===== config.mk =====
export PLATFORM = sky130hd
export DESIGN_NAME = gpr_file
export DESIGN_NICKNAME = d
export VERILOG_FILES = /design/src/rtl/rf_pkg.sv /design/src/rtl/gpr_ctrl.sv /design/src/rtl/gpr_dp.sv /design/src/rtl/gpr_file.sv
export SDC_FILE = /design/constraint.sdc
export NUM_CORES = 1
export LEC_CHECK = 0
export BUFFER_PORTS_ARGS = -buffer_cell sky130_fd_sc_hd__buf_2
export CORE_MARGIN = 4
export CORE_UTILIZATION = 25
export DETAILED_ROUTE_END_ITERATION = 6
export SKIP_LAST_GASP = 1
export SLEW_MARGIN = 20
export SYNTH_ARGS = -nofsm -noshare
export SYNTH_HDL_FRONTEND = slang
export SYNTH_SLANG_ARGS = --single-unit

===== constraint.sdc =====
create_clock -name clk -period 2.3 [get_ports clk]
set_input_delay 0.46 -clock clk [delete_from_list [all_inputs] [get_ports clk]]
set_output_delay 0.46 -clock clk [all_outputs]
set_load 0.02 [all_outputs]

===== src/rtl/rf_pkg.sv =====
package rf_pkg;

  typedef enum logic [1:0] {
    PART_FULL  = 2'd0,
    PART_HALF  = 2'd1,
    PART_BYTE0 = 2'd2,
    PART_BYTE1 = 2'd3
  } part_e;

  // Write strobes: which lane groups load, and whether the byte is moved up
  typedef struct packed {
    logic wrOn;
    logic laneUp;
    logic lane1;
    logic lane0;
    logic shiftUp;
  } wr_strobe_t;

  // Read strobes: which lane groups pass, and whether the result moves down
  typedef struct packed {
    logic laneUp;
    logic lane1;
    logic lane0;
    logic shiftDown;
  } rd_strobe_t;

endpackage


===== src/rtl/gpr_ctrl.sv =====
module gpr_ctrl
  import rf_pkg::*;
#(
  parameter int NUM_REGS  = 8,
  parameter int BYTE_REGS = 4,
  parameter int RD_PORTS  = 2,
  localparam int IDX_W    = $clog2(NUM_REGS)
) (
  input  logic                              clk,
  input  logic                              rstN,
  input  logic                              wrEn,
  input  logic [IDX_W-1:0]                  wrIdx,
  input  logic [1:0]                        wrPart,
  input  logic [RD_PORTS-1:0][IDX_W-1:0]    rdIdx,
  input  logic [RD_PORTS-1:0][1:0]          rdPart,
  output wr_strobe_t                        wrStb,
  output logic                              wrIllegal,
  output rd_strobe_t [RD_PORTS-1:0]         rdStb,
  output logic [RD_PORTS-1:0]               rdIllegal
);

  function automatic logic isByte(input part_e p);
    return (p == PART_BYTE0) || (p == PART_BYTE1);
  endfunction

  function automatic logic byteOk(input logic [IDX_W-1:0] idx);
    return int'(idx) < BYTE_REGS;
  endfunction

  part_e wrKind;
  logic  wrBad;

  always_comb begin
    wrKind        = part_e'(wrPart);
    wrBad         = isByte(wrKind) && !byteOk(wrIdx);
    wrIllegal     = wrEn && wrBad;
    wrStb.wrOn    = wrEn && !wrBad;
    wrStb.laneUp  = (wrKind == PART_FULL);
    wrStb.lane1   = (wrKind == PART_FULL) || (wrKind == PART_HALF) || (wrKind == PART_BYTE1);
    wrStb.lane0   = (wrKind == PART_FULL) || (wrKind == PART_HALF) || (wrKind == PART_BYTE0);
    wrStb.shiftUp = (wrKind == PART_BYTE1);
  end

  genvar p;
  generate
    for (p = 0; p < RD_PORTS; p++) begin : g_rd
      part_e rdKind;
      logic  rdBad;

      always_comb begin
        rdKind              = part_e'(rdPart[p]);
        rdBad               = isByte(rdKind) && !byteOk(rdIdx[p]);
        rdIllegal[p]        = rdBad;
        rdStb[p].laneUp     = !rdBad && (rdKind == PART_FULL);
        rdStb[p].lane1      = !rdBad && ((rdKind == PART_FULL) || (rdKind == PART_HALF) ||
                                         (rdKind == PART_BYTE1));
        rdStb[p].lane0      = !rdBad && ((rdKind == PART_FULL) || (rdKind == PART_HALF) ||
                                         (rdKind == PART_BYTE0));
        rdStb[p].shiftDown  = !rdBad && (rdKind == PART_BYTE1);
      end

      AST_RD_BLOCKED: assert property (@(posedge clk) disable iff (!rstN)
        rdIllegal[p] |-> !(rdStb[p].laneUp || rdStb[p].lane1 || rdStb[p].lane0));
    end
  endgenerate

  AST_WR_BLOCKED: assert property (@(posedge clk) disable iff (!rstN)
    wrIllegal |-> !wrStb.wrOn);

  AST_BYTE_SINGLE_LANE: assert property (@(posedge clk) disable iff (!rstN)
    (wrStb.wrOn && wrStb.shiftUp) |-> (wrStb.lane1 && !wrStb.lane0 && !wrStb.laneUp));

endmodule


===== src/rtl/gpr_dp.sv =====
module gpr_dp
  import rf_pkg::*;
#(
  parameter int DATA_W    = 32,
  parameter int BYTE_W    = 8,
  parameter int NUM_REGS  = 8,
  parameter int RD_PORTS  = 2,
  localparam int IDX_W    = $clog2(NUM_REGS),
  localparam int HALF_W   = 2 * BYTE_W
) (
  input  logic                              clk,
  input  logic                              rstN,
  input  wr_strobe_t                        wrStb,
  input  logic [IDX_W-1:0]                  wrIdx,
  input  logic [DATA_W-1:0]                 wrData,
  input  rd_strobe_t [RD_PORTS-1:0]         rdStb,
  input  logic [RD_PORTS-1:0][IDX_W-1:0]    rdIdx,
  output logic [RD_PORTS-1:0][DATA_W-1:0]   rdData
);

  logic [DATA_W-1:0] regs [NUM_REGS];
  logic [DATA_W-1:0] oldVal;
  logic [DATA_W-1:0] aligned;
  logic [DATA_W-1:0] merged;

  // Merge the aligned write data into the current word, lane group by lane group
  always_comb begin
    oldVal  = regs[wrIdx];
    aligned = wrStb.shiftUp ? (wrData << BYTE_W) : wrData;
    merged  = oldVal;
    if (wrStb.laneUp) merged[DATA_W-1:HALF_W] = aligned[DATA_W-1:HALF_W];
    if (wrStb.lane1)  merged[HALF_W-1:BYTE_W] = aligned[HALF_W-1:BYTE_W];
    if (wrStb.lane0)  merged[BYTE_W-1:0]      = aligned[BYTE_W-1:0];
  end

  always_ff @(posedge clk or negedge rstN) begin
    if (!rstN) begin
      for (int i = 0; i < NUM_REGS; i++) regs[i] <= '0;
    end else if (wrStb.wrOn) begin
      regs[wrIdx] <= merged;
    end
  end

  genvar p, r;
  generate
    for (p = 0; p < RD_PORTS; p++) begin : g_rd
      logic [DATA_W-1:0] raw;
      logic [DATA_W-1:0] masked;

      always_comb begin
        raw    = regs[rdIdx[p]];
        masked = '0;
        if (rdStb[p].laneUp) masked[DATA_W-1:HALF_W] = raw[DATA_W-1:HALF_W];
        if (rdStb[p].lane1)  masked[HALF_W-1:BYTE_W] = raw[HALF_W-1:BYTE_W];
        if (rdStb[p].lane0)  masked[BYTE_W-1:0]      = raw[BYTE_W-1:0];
        rdData[p] = rdStb[p].shiftDown ? (masked >> BYTE_W) : masked;
      end
    end

    for (r = 0; r < NUM_REGS; r++) begin : g_chk
      AST_UPPER_HELD: assert property (@(posedge clk) disable iff (!rstN)
        !(wrStb.wrOn && wrIdx == IDX_W'(r) && wrStb.laneUp)
          |=> $stable(regs[r][DATA_W-1:HALF_W]));
      AST_HIBYTE_HELD: assert property (@(posedge clk) disable iff (!rstN)
        !(wrStb.wrOn && wrIdx == IDX_W'(r) && wrStb.lane1)
          |=> $stable(regs[r][HALF_W-1:BYTE_W]));
      AST_LOBYTE_HELD: assert property (@(posedge clk) disable iff (!rstN)
        !(wrStb.wrOn && wrIdx == IDX_W'(r) && wrStb.lane0)
          |=> $stable(regs[r][BYTE_W-1:0]));
    end
  endgenerate

endmodule


===== src/rtl/gpr_file.sv =====
module gpr_file
  import rf_pkg::*;
#(
  parameter int DATA_W    = 32,
  parameter int BYTE_W    = 8,
  parameter int NUM_REGS  = 8,
  parameter int BYTE_REGS = 4,
  localparam int IDX_W    = $clog2(NUM_REGS),
  localparam int HALF_W   = 2 * BYTE_W
) (
  input  logic              clk,
  input  logic              rstN,
  input  logic              wrEn,
  input  logic [IDX_W-1:0]  wrIdx,
  input  logic [1:0]        wrPart,
  input  logic [DATA_W-1:0] wrData,
  output logic              wrIllegal,
  input  logic [IDX_W-1:0]  rdIdxA,
  input  logic [1:0]        rdPartA,
  output logic [DATA_W-1:0] rdDataA,
  output logic              rdIllegalA,
  input  logic [IDX_W-1:0]  rdIdxB,
  input  logic [1:0]        rdPartB,
  output logic [DATA_W-1:0] rdDataB,
  output logic              rdIllegalB
);

  localparam int RD_PORTS = 2;

  wr_strobe_t                        wrStb;
  rd_strobe_t [RD_PORTS-1:0]         rdStb;
  logic [RD_PORTS-1:0][IDX_W-1:0]    rdIdx;
  logic [RD_PORTS-1:0][1:0]          rdPart;
  logic [RD_PORTS-1:0][DATA_W-1:0]   rdData;
  logic [RD_PORTS-1:0]               rdIllegal;

  assign rdIdx      = {rdIdxB, rdIdxA};
  assign rdPart     = {rdPartB, rdPartA};
  assign rdDataA    = rdData[0];
  assign rdDataB    = rdData[1];
  assign rdIllegalA = rdIllegal[0];
  assign rdIllegalB = rdIllegal[1];

  gpr_ctrl #(
    .NUM_REGS (NUM_REGS),
    .BYTE_REGS(BYTE_REGS),
    .RD_PORTS (RD_PORTS)
  ) ctrl_i (
    .clk      (clk),
    .rstN     (rstN),
    .wrEn     (wrEn),
    .wrIdx    (wrIdx),
    .wrPart   (wrPart),
    .rdIdx    (rdIdx),
    .rdPart   (rdPart),
    .wrStb    (wrStb),
    .wrIllegal(wrIllegal),
    .rdStb    (rdStb),
    .rdIllegal(rdIllegal)
  );

  gpr_dp #(
    .DATA_W  (DATA_W),
    .BYTE_W  (BYTE_W),
    .NUM_REGS(NUM_REGS),
    .RD_PORTS(RD_PORTS)
  ) dp_i (
    .clk   (clk),
    .rstN  (rstN),
    .wrStb (wrStb),
    .wrIdx (wrIdx),
    .wrData(wrData),
    .rdStb (rdStb),
    .rdIdx (rdIdx),
    .rdData(rdData)
  );

  AST_RD_ZEXT_A: assert property (@(posedge clk) disable iff (!rstN)
    (rdPartA != 2'd0) |-> (rdDataA[DATA_W-1:HALF_W] == '0));
  AST_RD_ZEXT_B: assert property (@(posedge clk) disable iff (!rstN)
    (rdPartB != 2'd0) |-> (rdDataB[DATA_W-1:HALF_W] == '0));
  AST_RD_ILLEGAL_ZERO_A: assert property (@(posedge clk) disable iff (!rstN)
    rdIllegalA |-> (rdDataA == '0));
  AST_RD_ILLEGAL_ZERO_B: assert property (@(posedge clk) disable iff (!rstN)
    rdIllegalB |-> (rdDataB == '0));
  AST_WR_ILLEGAL_RANGE: assert property (@(posedge clk) disable iff (!rstN)
    wrIllegal |-> (wrEn && int'(wrIdx) >= BYTE_REGS && wrPart[1]));

endmodule


* Yosys cells after proc, flatten, opt, wreduce, memory -nomap -nowiden *
Index checks and enable logic that the tools add are counted.

operators by class
  reductions and logical operators = 35
  mux-type cells = 24
  bitwise gates (word level) = 3
  eq/ne operators = 9
  $lt $le $gt $ge = 7

operator list
  operator              number
  $mux W32              10
  $bmux W32 S3          3
  $bwmux W256           1
  $demux W32 S3         1
  $mux W16              3
  $mux W8               6
  $logic_and A1 B1 Y1   14
  $eq A2 B2 Y1 const B  6
  $ge A4 B4 Y1 const B  3
  $logic_or A1 B1 Y1    12
  $not A3 Y4            3
  $lt A3 B3 Y1 const B  3
  $eq A2 B1 Y1 const B  3
  $logic_not A1 Y1      6
  $logic_not A2 Y1      3
  $lt A4 B1 Y1 const B  1

storage, ports and cells
  bits in registers = 256
  output and inout port bits = 67
  input bits = 50
  logic and storage cells = 86

* Longest topological paths before layout *
Gate-level depths: netlist (run 1).

  depth after elaboration = 7
  depth in mapped cells = 8
  depth with buffers taken out = 4

* Modules after synthesis *
Synthesis (run 1) repeated with hierarchy kept, for this count alone.

second synthesis, totals
  cell total of the unflattened synthesis = 1410
  area, all modules = 15999.1 µm²

by module, submodules not included
  module    times used  area an instance (µm²)  sequential area each (µm²)  cells each
  gpr_dp    1           15875.2                 6406.1                      1390
  gpr_ctrl  1           123.9                   0.0                         20

* Least setup slack after synthesis (run 1) *
No wires, ideal clock.

  path type = input to output
  start point = input rdIdxB[0]
  end point = output rdDataB[0]
  stages = 5
  data arrival time = 1.855 ns
  setup slack = -0.015 ns
  required time = 1.840 ns
  buffers on the path = 2
  path through = buf_2 -> buf_2 -> mux4_2 -> mux2i_1 -> o221ai_1

between the ends
  longest elaborated chain between the ends = 7
  elaborated cells on any way between the ends = 14
  classes of those cells = order compare: 1; mux: 6; bitwise: 1; reduce/logical: 6

ends and longest elaborated chain
  item                                    RTL line                                        RTL
  start: declaration                      gpr_file.sv:22                                  input logic [IDX_W-1:0] rdIdxB,
  $lt A3 B3 Y1                            gpr_ctrl.sv:27                                  return int'(idx) < BYTE_REGS;
  $logic_not A1 Y1                        gpr_ctrl.sv:52                                  rdBad = isByte(rdKind) && !byteOk(rdIdx[p]);
  $logic_and A1 B1 Y1                     gpr_ctrl.sv:52
  $logic_not A1 Y1                        gpr_ctrl.sv:55, gpr_ctrl.sv:57, gpr_ctrl.sv:59
  $logic_and A1 B1 Y1 (on tied branches)  gpr_ctrl.sv:57, gpr_ctrl.sv:55
  $mux W8 (on tied branches)              gpr_dp.sv:55, gpr_dp.sv:54
  $mux W32 *                              gpr_dp.sv:56                                    rdData[p] = rdStb[p].shiftDown ? (masked >> BYTE_W) : masked;
  end: declaration                        gpr_file.sv:24                                  output logic [DATA_W-1:0] rdDataB,

Every way passes the cells marked *; elsewhere a longest branch is shown, timed or not. The select of a mux whose other input is x is not followed.

* Worst setup path after layout (run 1) *
  start point = register dp_i.regs[8] (netlist bit)
  end point = output rdDataB[0]

between the ends
  longest elaborated chain between the ends = 5

ends and longest elaborated chain
  item                                          RTL line      RTL
  start: declaration                            gpr_dp.sv:21  logic [DATA_W-1:0] regs [NUM_REGS];
  start signal: indexed assignment              gpr_dp.sv:40  regs[wrIdx] <= merged;
  $bmux W32 S3                                  gpr_dp.sv:51  raw = regs[rdIdx[p]];
  $mux W32 (implied by the code) (2 in series)  gpr_dp.sv:51
  $mux W8                                       gpr_dp.sv:54  if (rdStb[p].lane1) masked[HALF_W-1:BYTE_W] = raw[HALF_W-1:BYTE_W];
  $mux W32                                      gpr_dp.sv:56

No other way between the ends. The select of a mux whose other input is x is not followed.

==> out/metrics.cfg, run 1 <==
[floorplanning]
chipHeight_um = 262
rows = 92
core_area_mm2 = 0.0634
fp.dieW_um = 262
start_util_pct = 25.4
dieArea_mm2 = 0.0685
io_pins = 117

[global_route]
grt_pass1_wl_mm = 84.9
antenna_found_initial = 4
grt_max_degree = 63
grt_pass1_vias = 14100
overflow = 0
track_usage_pct = 16.0

[power_and_ir_drop]
peakVddDrop_mv = 0.456
power_density_mw_per_mm2 = 823
p_leak_uw = 0.00855

[cells_and_area]
finalNonFillerCells = 2595
num-fill-cells = 6279
largest_reg_flops = 256
area_growth_pct = 27.7
regMostFlops = dp_i.regs
final_core_util_pct = 32.4
reg_top3 = dp_i.regs x256
fin_area_mm2 = 0.0206
drive_gt1_share_pct = 32.8
fin_nets = 1781

[routing]
routed_via_density = 5.28
ant_nets = 0
firstDrtPassIters = 5
drtIter0Drc = 1180
num_vias = 13700
drc = 0
routedWlPerCell_um = 21.7
finalWirelength_mm = 56.3

[timing]
worst_clock_skew_ns = 0.0115
finalCritPeriodShare_pct = 113
worst_slew_pin_slew_ns = 0.830
finalCriticalPeriod_ns = 2.60
fin_ws_ns = -0.299
rsz0062_at_grt = yes
max_slew_margin_pct = 44.6
slew_violations = 0
fmax_mhz = 385
hold_viol_final = 0
finalSetupViolations = 46

[placed_design]
dpl.hpwl_mm = 36.3
port_buffers = 116
place_area_mm2 = 0.0183
gp_congestion = 0.950
dp.cells = 2444

[cts]
insertion_delay_ns = 0.55
cts_buffers = 27
cts-htree-levels = 1
root_buffer = clkbuf_16
cts_buffer_depth = 3
clk_pin_slew_ns = 0.06
clock-sinks = 256
cts_tree = yes

[yosys]
yosysTopAreaCell = dfrtp_1
yosysTopAreaCellShare_pct = 39.8
synth_edf_count = 0
synth_cells = 1513
async_flop_share_pct = 100
synth_seq_area_share_pct = 39.8
ys_warn_count = 0
synthTopCellsByArea = dfrtp_1 40%, mux4_2 17%, mux2i_1 12%
synth.distinct_cells = 41
mappedNetlistArea_mm2 = 0.0161
ys_dominant_reg_cell = dfrtp_1
synth_seq_cells = 256
syn_avg_cell_area_um2 = 10.6
synth_nets = 1563

[critical_path]
cp_slowest_cell = mux4_2
critical_path_class = register to output pin
cp_max_fo = 2
start_kind = register
crit_buf_inv = 2
cp_slowest_stage_delay_ns = 0.49
required_ns = 1.84
crit_family = multiplexers
crit_chain = mux4_2 -> mux2i_2 -> buf_4 -> o221ai_4 -> buf_6
worstPathArrival_ns = 2.14
critPathCaptureType = output pin

[run_status]
violations = negative setup slack
outcome = complete, but fails checks

[job]
drv_cap = 0

[worst_hold_path]
hold_class = primary input to register

## placed cells by master, fill, tap and decap left out, types with 7 or more instances in the layout
cell type,instances
buf_2,63
a31oi_1,68
mux4_2,122
o22ai_1,7
o21ai_0,62
mux2i_1,182
dfrtp_1,256
nor2b_1,14
and2_1,20
nand3_1,17
nand2_1,94
buf_4,182
mux2i_2,10
nor2_1,227
clkbuf_16,28
a21oi_1,145
a22oi_1,55
nor2_2,19
buf_12,38
buf_6,35
a31oi_4,13
## stage by stage
step | hold WS (ns) | power [µW] | setup TNS, ns | setup slack (ns)
2_1_floorplan | 0.164 | 9970 | 0 | 0.00994
3_3_place_gp | 0.439 | 11500 | -4.90 | -0.235
3_5_place_dp | 0.442 | 11700 | -5.00 | -0.202
4_1_cts | 0.345 | 16700 | -7.07 | -0.296
5_1_grt | 0.386 | 17800 | -9.80 | -0.315
6_report | 0.377 | 16900 | -6.25 | -0.299
## routing by layer
metal,vias to the layer above,part of all wire [%],track usage (%)
met3,169,6.0,2.07
met1,6888,41,20.8
met4,2,5.0,7.79
met5,-,0.021,0
li1,6063,-,-
met2,571,48,26.4
## Yosys cell counts, types with 17 or more instances
cell type / n
a21oi_1: 148
nor2_1: 250
dfrtp_1: 256
and2_1: 20
a31oi_1: 68
a22oi_1: 55
mux4_2: 122
clkbuf_1: 49
mux2i_1: 198
nand3_1: 17
nor2b_1: 20
nand2_1: 94
buf_4: 27
buf_2: 45
o21ai_0: 63
## cells by family after synthesis
logic type             after synthesis  share of synthesized area (%)
AO/OA/AOI/OAI                      375                           14.9
buffers and inverters              136                           4.51
flip-flops                         256                           39.8
multiplexers                       320                           29.4
AND/OR/NAND/NOR                    426                           11.4
## timing repair
action / CTS / global route
buffers inserted: 73 / 28
setup endpoints to repair: 63 / 64
gates resized for setup: 106 / 41
pin swaps: 18 / 15
endpoints found under the hold margin: 52 / 0
cloned: 2 / 1
hold buffers: 1 / 0
## power breakdown
part           internal [µW]  switching, µW  total, µW
Combinational           3180           2870       6050
Sequential              5570           1040       6620
Clock                   2440           1820       4260
Total                  11200           5730      16900
## worst min-delay path: stages
cell and delay [ns]:
buf_2 0.11, nand2_1 0.21, a31oi_1 0.12
## path summary, 6_finish.rpt
path	from	end	slack [ns]	cells after the start
worst max register to register	dp_i.regs[81]	dp_i.regs[177]	0.77	5
min in group asynchronous	rstN	dp_i.regs[11]	0.42	2
worst max-delay path	dp_i.regs[8]	rdDataB[0]	-0.30	5
worst min register to register	dp_i.regs[34]	dp_i.regs[34]	0.53	2
max in group asynchronous	rstN	dp_i.regs[126]	1.09	3
worst min-delay path	wrData[3]	dp_i.regs[131]	0.38	3
## cell type report
class	count	area (µm²)	share of cell area, %
Tap cell	846	1060	5.15
Antenna cell	6	15.0	0.0731
Timing Repair Buffer	324	2960	14.4
Clock inverter	8	96.3	0.469
Inverter	1	3.75	0.0183
Multi-Input combinational cell	1121	9280	45.2
Sequential cell	256	6410	31.2
Clock buffer	33	728	3.54
No activity file was read; power rests on OpenSTA's default activity.
==> run 2, diff against run 1 <==
--- a/config.mk
+++ b/config.mk
@@ -6,7 +6,6 @@
 export NUM_CORES = 1
 export LEC_CHECK = 0
 export BUFFER_PORTS_ARGS = -buffer_cell sky130_fd_sc_hd__buf_2
-export CORE_MARGIN = 4
 export CORE_UTILIZATION = 25
 export DETAILED_ROUTE_END_ITERATION = 6
 export SKIP_LAST_GASP = 1
==> run 2 against run 1 <==
Against the previous run:
- the run still ends with negative setup slack left
- flip-flop and latch count did not move
- setup slack improved by 0.040 ns
- via count rose by 1.6%
- clock skew rose by 0.0077 ns
- combinational power rose by 2%
- highest routed layer unchanged
- first-iteration DRC count fell by 4.7%
- sequential share of layout area fell by 0.45 points
==> out/metrics.cfg, run 2 (synthesis gave the netlist of run 1 again) <==
[floorplanning]
start_util_pct = 25.4  ; +0.046 points
rows = 92  ; unchanged
core_area_mm2 = 0.0633  ; -0.18%
io_pins = 117  ; unchanged
dieArea_mm2 = 0.0654  ; -4.5%
fp.dieW_um = 256  ; -2.3%
chipHeight_um = 256  ; -2.3%

[timing]
rsz0062_at_grt = yes
holdWs_ns = 0.336  ; -0.0410 ns
hold_viol_final = 0  ; unchanged
fin_tns_setup_ns = -5.98  ; +0.269 ns
fin_ws_ns = -0.260  ; +0.0398 ns
finalCriticalPeriod_ns = 2.56  ; -0.0398 ns
slew_violations = 0  ; unchanged
finalSetupViolations = 49  ; +6.5%
worst_clock_skew_ns = 0.0192  ; +0.00772 ns
max_slew_margin_pct = 46.4  ; +1.7 points
finalCritPeriodShare_pct = 111  ; -1.7 points
worst_slew_pin_slew_ns = 0.804  ; -0.0261 ns
fmax_mhz = 391  ; +1.6%

[cells_and_area]
fin_area_mm2 = 0.0209  ; +1.5%
final_cell_mix = 256 x dfrtp_1, 224 x nor2_1, 184 x mux2i_1
reg_top3 = dp_i.regs x256
drive_gt1_share_pct = 33.5  ; +0.73 points
mostFrequentLayoutCell = dfrtp_1
fin_nets = 1787  ; +0.34%
n_antenna_cell = 0  ; -6
num-fill-cells = 6319  ; +0.64%
area_growth_pct = 29.6
regMostFlops = dp_i.regs
largest_reg_flops = 256  ; unchanged

[cts]
insertion_delay_ns = 0.56  ; about the same
root_buffer = clkbuf_16
cts_tree = yes
cts-htree-levels = 1  ; unchanged
clk_pin_slew_ns = 0.07  ; about the same
cts_buffers = 26  ; -3.7%
cts_buffer_depth = 3  ; unchanged
clock-sinks = 256  ; unchanged

[power_and_ir_drop]
p_leak_uw = 0.00866  ; +1.3%
power_density_mw_per_mm2 = 827  ; +0.38%
peakVddDrop_mv = 0.494  ; +8.2%

[placed_design]
gp_congestion = 0.905  ; -4.8%
port_buffers = 116  ; unchanged
place_ws_ns = -0.265  ; -0.0629 ns
place_area_mm2 = 0.0185  ; +0.68%
dpl.hpwl_mm = 36.0  ; -0.78%

[critical_path]
required_ns = 1.84  ; about the same
worstPathArrival_ns = 2.10  ; -0.04 ns
crit_family = multiplexers
cp_slowest_stage_delay_ns = 0.48  ; about the same
cp_max_fo = 3  ; +1
crit_chain = mux4_2 -> nor2b_1 -> a31oi_1 -> o22ai_2 -> buf_6
crit_buf_inv = 1  ; -1
critical_path_class = register to output pin
critPathCaptureType = output pin
start_kind = register
cp_slowest_cell = mux4_2

[worst_hold_path]
hold_class = primary input to register

[global_route]
track_usage_pct = 17.0  ; +0.97 points
overflow = 0  ; unchanged
grt_max_degree = 68  ; +7.9%
grt_pass1_wl_mm = 86.5  ; +1.8%
grt_pass1_vias = 14200  ; +0.61%
antenna_found_initial = 3  ; -1

[routing]
num_vias = 13900  ; +1.6%
drtIter0Drc = 1125  ; -4.7%
firstDrtPassIters = 5  ; unchanged
routed_via_density = 5.35  ; +1.4%
ant_nets = 0  ; unchanged
routedWlPerCell_um = 21.9  ; +0.65%
drc = 0  ; unchanged
finalWirelength_mm = 56.9  ; +0.92%

[job]
drv_cap = 0  ; unchanged

[run_status]
outcome = complete, but fails checks
violations = negative setup slack

-- run 2: cell types whose count changed in the layout (fill, tap and decap cells not counted), moves of 4 or more --
cell	before	now
buf_4	182	170
diode_2	6	0
buf_12	38	44
buf_16	1	5
o22ai_1	7	3
mux2i_2	10	5
buf_6	35	47
-- run 2: worst paths after layout --
kind / from / slack (ns) / end / depth (start not counted)
max reg2reg: dp_i.regs[49] / 0.70 / dp_i.regs[145] / 6
min in group asynchronous: rstN / 0.43 / dp_i.regs[35] / 2
max: dp_i.regs[134] / -0.26 / rdDataB[6] / 5
min: wrData[3] / 0.34 / dp_i.regs[227] / 3
max in group asynchronous: rstN / 1.02 / dp_i.regs[69] / 3
min reg2reg: dp_i.regs[41] / 0.53 / dp_i.regs[41] / 2
-- run 2: metal layers --
layer	vias to the layer above	GRT usage (%)	part of all wire (%)
li1	6073	-	-
met1	6972	21.5	40
met2	684	28.2	48
met3	183	2.36	7.2
met4	6	8.57	4.9
met5	-	0	0.055
-- run 2: repair_timing --
action / in CTS / in global routing
resized for setup: 133 / 48
gates cloned: 5 / 0
hold endpoints to repair: 59 / 0
pin swaps: 16 / 18
endpoints found under the setup margin: 63 / 63
hold buffers: 1 / 0
setup buffers: 65 / 32
-- run 2: area by class of cell --
class / count / area, µm² / share of cell area [%]
Multi-Input combinational cell: 1121 / 9350 / 44.8
Sequential cell: 256 / 6410 / 30.7
Timing Repair Buffer: 331 / 3160 / 15.2
Tap cell: 846 / 1060 / 5.08
Clock buffer: 37 / 763 / 3.66
Clock inverter: 10 / 110 / 0.528
Inverter: 1 / 3.75 / 0.0180
-- run 2: worst min-delay path: stages --
cell and delay [ns]:
buf_2 0.11, nand2_1 0.19, a31oi_1 0.11
-- run 2: through the flow --
stage          utilization (%)  cells  total power [µW]
2_1_floorplan                -   1513              9970
3_3_place_gp              29.2   2454             11500
3_5_place_dp              29.2   2454             11700
4_1_cts                   32.3   2570             16900
5_1_grt                   32.9   2602             18100
6_report                  32.9   2602             17200
-- run 2: report_power, final --
group / switching [µW] / leakage (µW) / internal, µW
clock network: 1880 / 0.000431 / 2530
logic: 2900 / 0.00524 / 3260
registers: 1090 / 0.00299 / 5570
==> run 3, diff against run 2 <==
--- a/config.mk
+++ b/config.mk
@@ -6,6 +6,7 @@
 export NUM_CORES = 1
 export LEC_CHECK = 0
 export BUFFER_PORTS_ARGS = -buffer_cell sky130_fd_sc_hd__buf_2
+export CORE_ASPECT_RATIO = 1.25
 export CORE_UTILIZATION = 25
 export DETAILED_ROUTE_END_ITERATION = 6
 export SKIP_LAST_GASP = 1
==> run 3 against run 2 <==
Against the previous run:
- the run still ends with negative setup slack left
- wire length shrank 0.43%
- combinational power shrank 2%
- via count shrank 1.9%
- clock-buffer cell count grew 3
- sequential share of layout area grew 0.36 points
- register-to-register slack gained 0.08 ns
- first-iteration DRC count grew 16%
- hold slack gained 0.025 ns
- critical path depth is the same
- fmax shrank 1.2%
==> out/metrics.cfg, run 3 (synthesis gave the netlist of run 1 again) <==
[critical_path]
crit_family = multiplexers
cp_slowest_cell = mux4_2
crit_buf_inv = 1  ; unchanged
worstPathArrival_ns = 2.13  ; +0.03 ns
cp.depth = 5  ; unchanged
critical_path_class = register to output pin
cp_slowest_stage_delay_ns = 0.52  ; +0.04 ns
reg2regPathDepth = 6  ; unchanged
cp_max_fo = 4  ; +1
required_ns = 1.84  ; about the same
critPathCaptureType = output pin
crit_chain = mux4_2 -> and3_1 -> a21oi_1 -> o22ai_1 -> buf_4
start_kind = register

[cts]
cts-htree-levels = 1  ; unchanged
insertion_delay_ns = 0.57  ; about the same
cts_tree = yes
cts_buffers = 29  ; +12%
clk_pin_slew_ns = 0.06  ; about the same
root_buffer = clkbuf_16
clock-sinks = 256  ; unchanged
cts_buffer_depth = 3  ; unchanged

[cells_and_area]
largest_reg_flops = 256  ; unchanged
num-fill-cells = 6455  ; +2.2%
fin_nets = 1789  ; +0.11%
reg_top3 = dp_i.regs x256
mostFrequentLayoutCell = dfrtp_1
regMostFlops = dp_i.regs
final_cell_mix = 256 x dfrtp_1, 225 x nor2_1, 189 x buf_4
final_core_util_pct = 32.5  ; -0.43 points
area_growth_pct = 28.1
drive_gt1_share_pct = 33.5  ; about the same

[power_and_ir_drop]
p_leak_uw = 0.00858  ; -1.0%
power_density_mw_per_mm2 = 841  ; +1.7%
peakVddDrop_mv = 0.535  ; +8.3%

[placed_design]
gp_congestion = 0.896  ; -1.0%
dpl.hpwl_mm = 36.3  ; +0.93%
port_buffers = 116  ; unchanged

[timing]
max_slew_margin_pct = 49.1  ; +2.7 points
worst_slew_pin_slew_ns = 0.764  ; -0.0404 ns
worst_clock_skew_ns = 0.0112  ; -0.00806 ns
slew_violations = 0  ; unchanged
holdWs_ns = 0.361  ; +0.0248 ns
finalSetupViolations = 57  ; +16%
fmax_mhz = 386  ; -1.2%
fin_ws_ns = -0.292  ; -0.0324 ns
finalCritPeriodShare_pct = 113  ; +1.4 points
hold_viol_final = 0  ; unchanged
finalCriticalPeriod_ns = 2.59  ; +0.0324 ns
rsz0062_at_grt = yes

[routing]
routed_via_density = 5.26  ; -1.6%
drc = 0  ; unchanged
finalWirelength_mm = 56.6  ; -0.43%
drtIter0Drc = 1300  ; +16%
firstDrtPassIters = 6  ; +1
ant_nets = 0  ; unchanged
num_vias = 13700  ; -1.9%
routedWlPerCell_um = 21.8  ; -0.20%

[global_route]
antenna_found_initial = 2  ; -1
overflow = 0  ; unchanged
track_usage_pct = 17.1  ; +0.11 points
grt_max_degree = 71  ; +4.4%
grt_pass1_wl_mm = 85.9  ; -0.59%
grt_pass1_vias = 14100  ; -0.88%

[run_status]
violations = negative setup slack
outcome = complete, but fails checks

[job]
drv_cap = 0  ; unchanged

[floorplanning]
core_area_mm2 = 0.0634  ; +0.15%
chipHeight_um = 286  ; +12%
fp.dieW_um = 229  ; -10%
io_pins = 117  ; unchanged
dieArea_mm2 = 0.0654  ; about the same
start_util_pct = 25.4  ; -0.038 points
rows = 103  ; +12%

[worst_hold_path]
hold_class = primary input to register
min_path_cells = 4  ; +1

==> run 3: worst register-to-register path: stages, from the launching register on <==
cell	delay, ns
dfrtp_1	0.39
buf_4	0.14
buf_4	0.13
mux2i_1	0.16
a22oi_1	0.14
a31oi_4	0.29
a21oi_1	0.12
==> run 3: path summary, 6_finish.rpt <==
check / from / to / slack [ns]
worst min-delay path: wrData[30] / dp_i.regs[158] / 0.36
worst max register to register: dp_i.regs[31] / dp_i.regs[127] / 0.78
worst max-delay path: dp_i.regs[142] / rdDataA[6] / -0.29
worst min register to register: dp_i.regs[76] / dp_i.regs[76] / 0.53
max in group asynchronous: rstN / dp_i.regs[101] / 1.17
min in group asynchronous: rstN / dp_i.regs[201] / 0.39
==> run 3: area by class of cell <==
class	instances	area, µm²	share of cell area, %
Multi-Input combinational cell	1121	9310	45.2
Timing Repair Buffer	330	2920	14.2
Clock buffer	40	797	3.87
Clock inverter	7	116	0.565
Sequential cell	256	6410	31.1
Inverter	1	3.75	0.0182
Antenna cell	1	2.50	0.0121
Tap cell	840	1050	5.10
==> run 3: power by group <==
part           total [µW]  internal (µW)  switching [µW]
clock network        4630           2720            1910
logic                6060           3180            2880
registers            6630           5570            1050
total               17300          11500            5850
==> run 3: what timing repair did <==
item	in CTS	in global routing
gates resized for setup	100	52
endpoints found under the setup margin	64	64
setup buffers	82	26
hold buffers	1	0
pin swaps	17	15
hold endpoints to repair	44	0
gates cloned	1	0
==> run 3: per-stage QoR <==
stage / setup TNS [ns] / instance area [µm²] / power, µW / std cells / worst slack (ns)
finish: -5.79 / 20600 / 17300 / 2596 / -0.292
global route: -9.57 / 20600 / 18200 / 2595 / -0.314
CTS: -7.34 / 20200 / 17100 / 2569 / -0.300
detailed placement: -3.45 / 18300 / 11700 / 2438 / -0.173
global placement: -21.59 / 18300 / 11400 / 2437 / -0.332
floorplan: 0 / 16100 / 9970 / 1513 / 0.00994
==> run 3: per-layer routing <==
metal | global-route usage, % | up-vias | part of all wire, %
li1 | - | 6083 | -
met1 | 21.1 | 6752 | 39
met2 | 29.4 | 658 | 49
met3 | 3.03 | 165 | 7.4
met4 | 6.83 | 2 | 4.0
met5 | 0 | - | 0.016
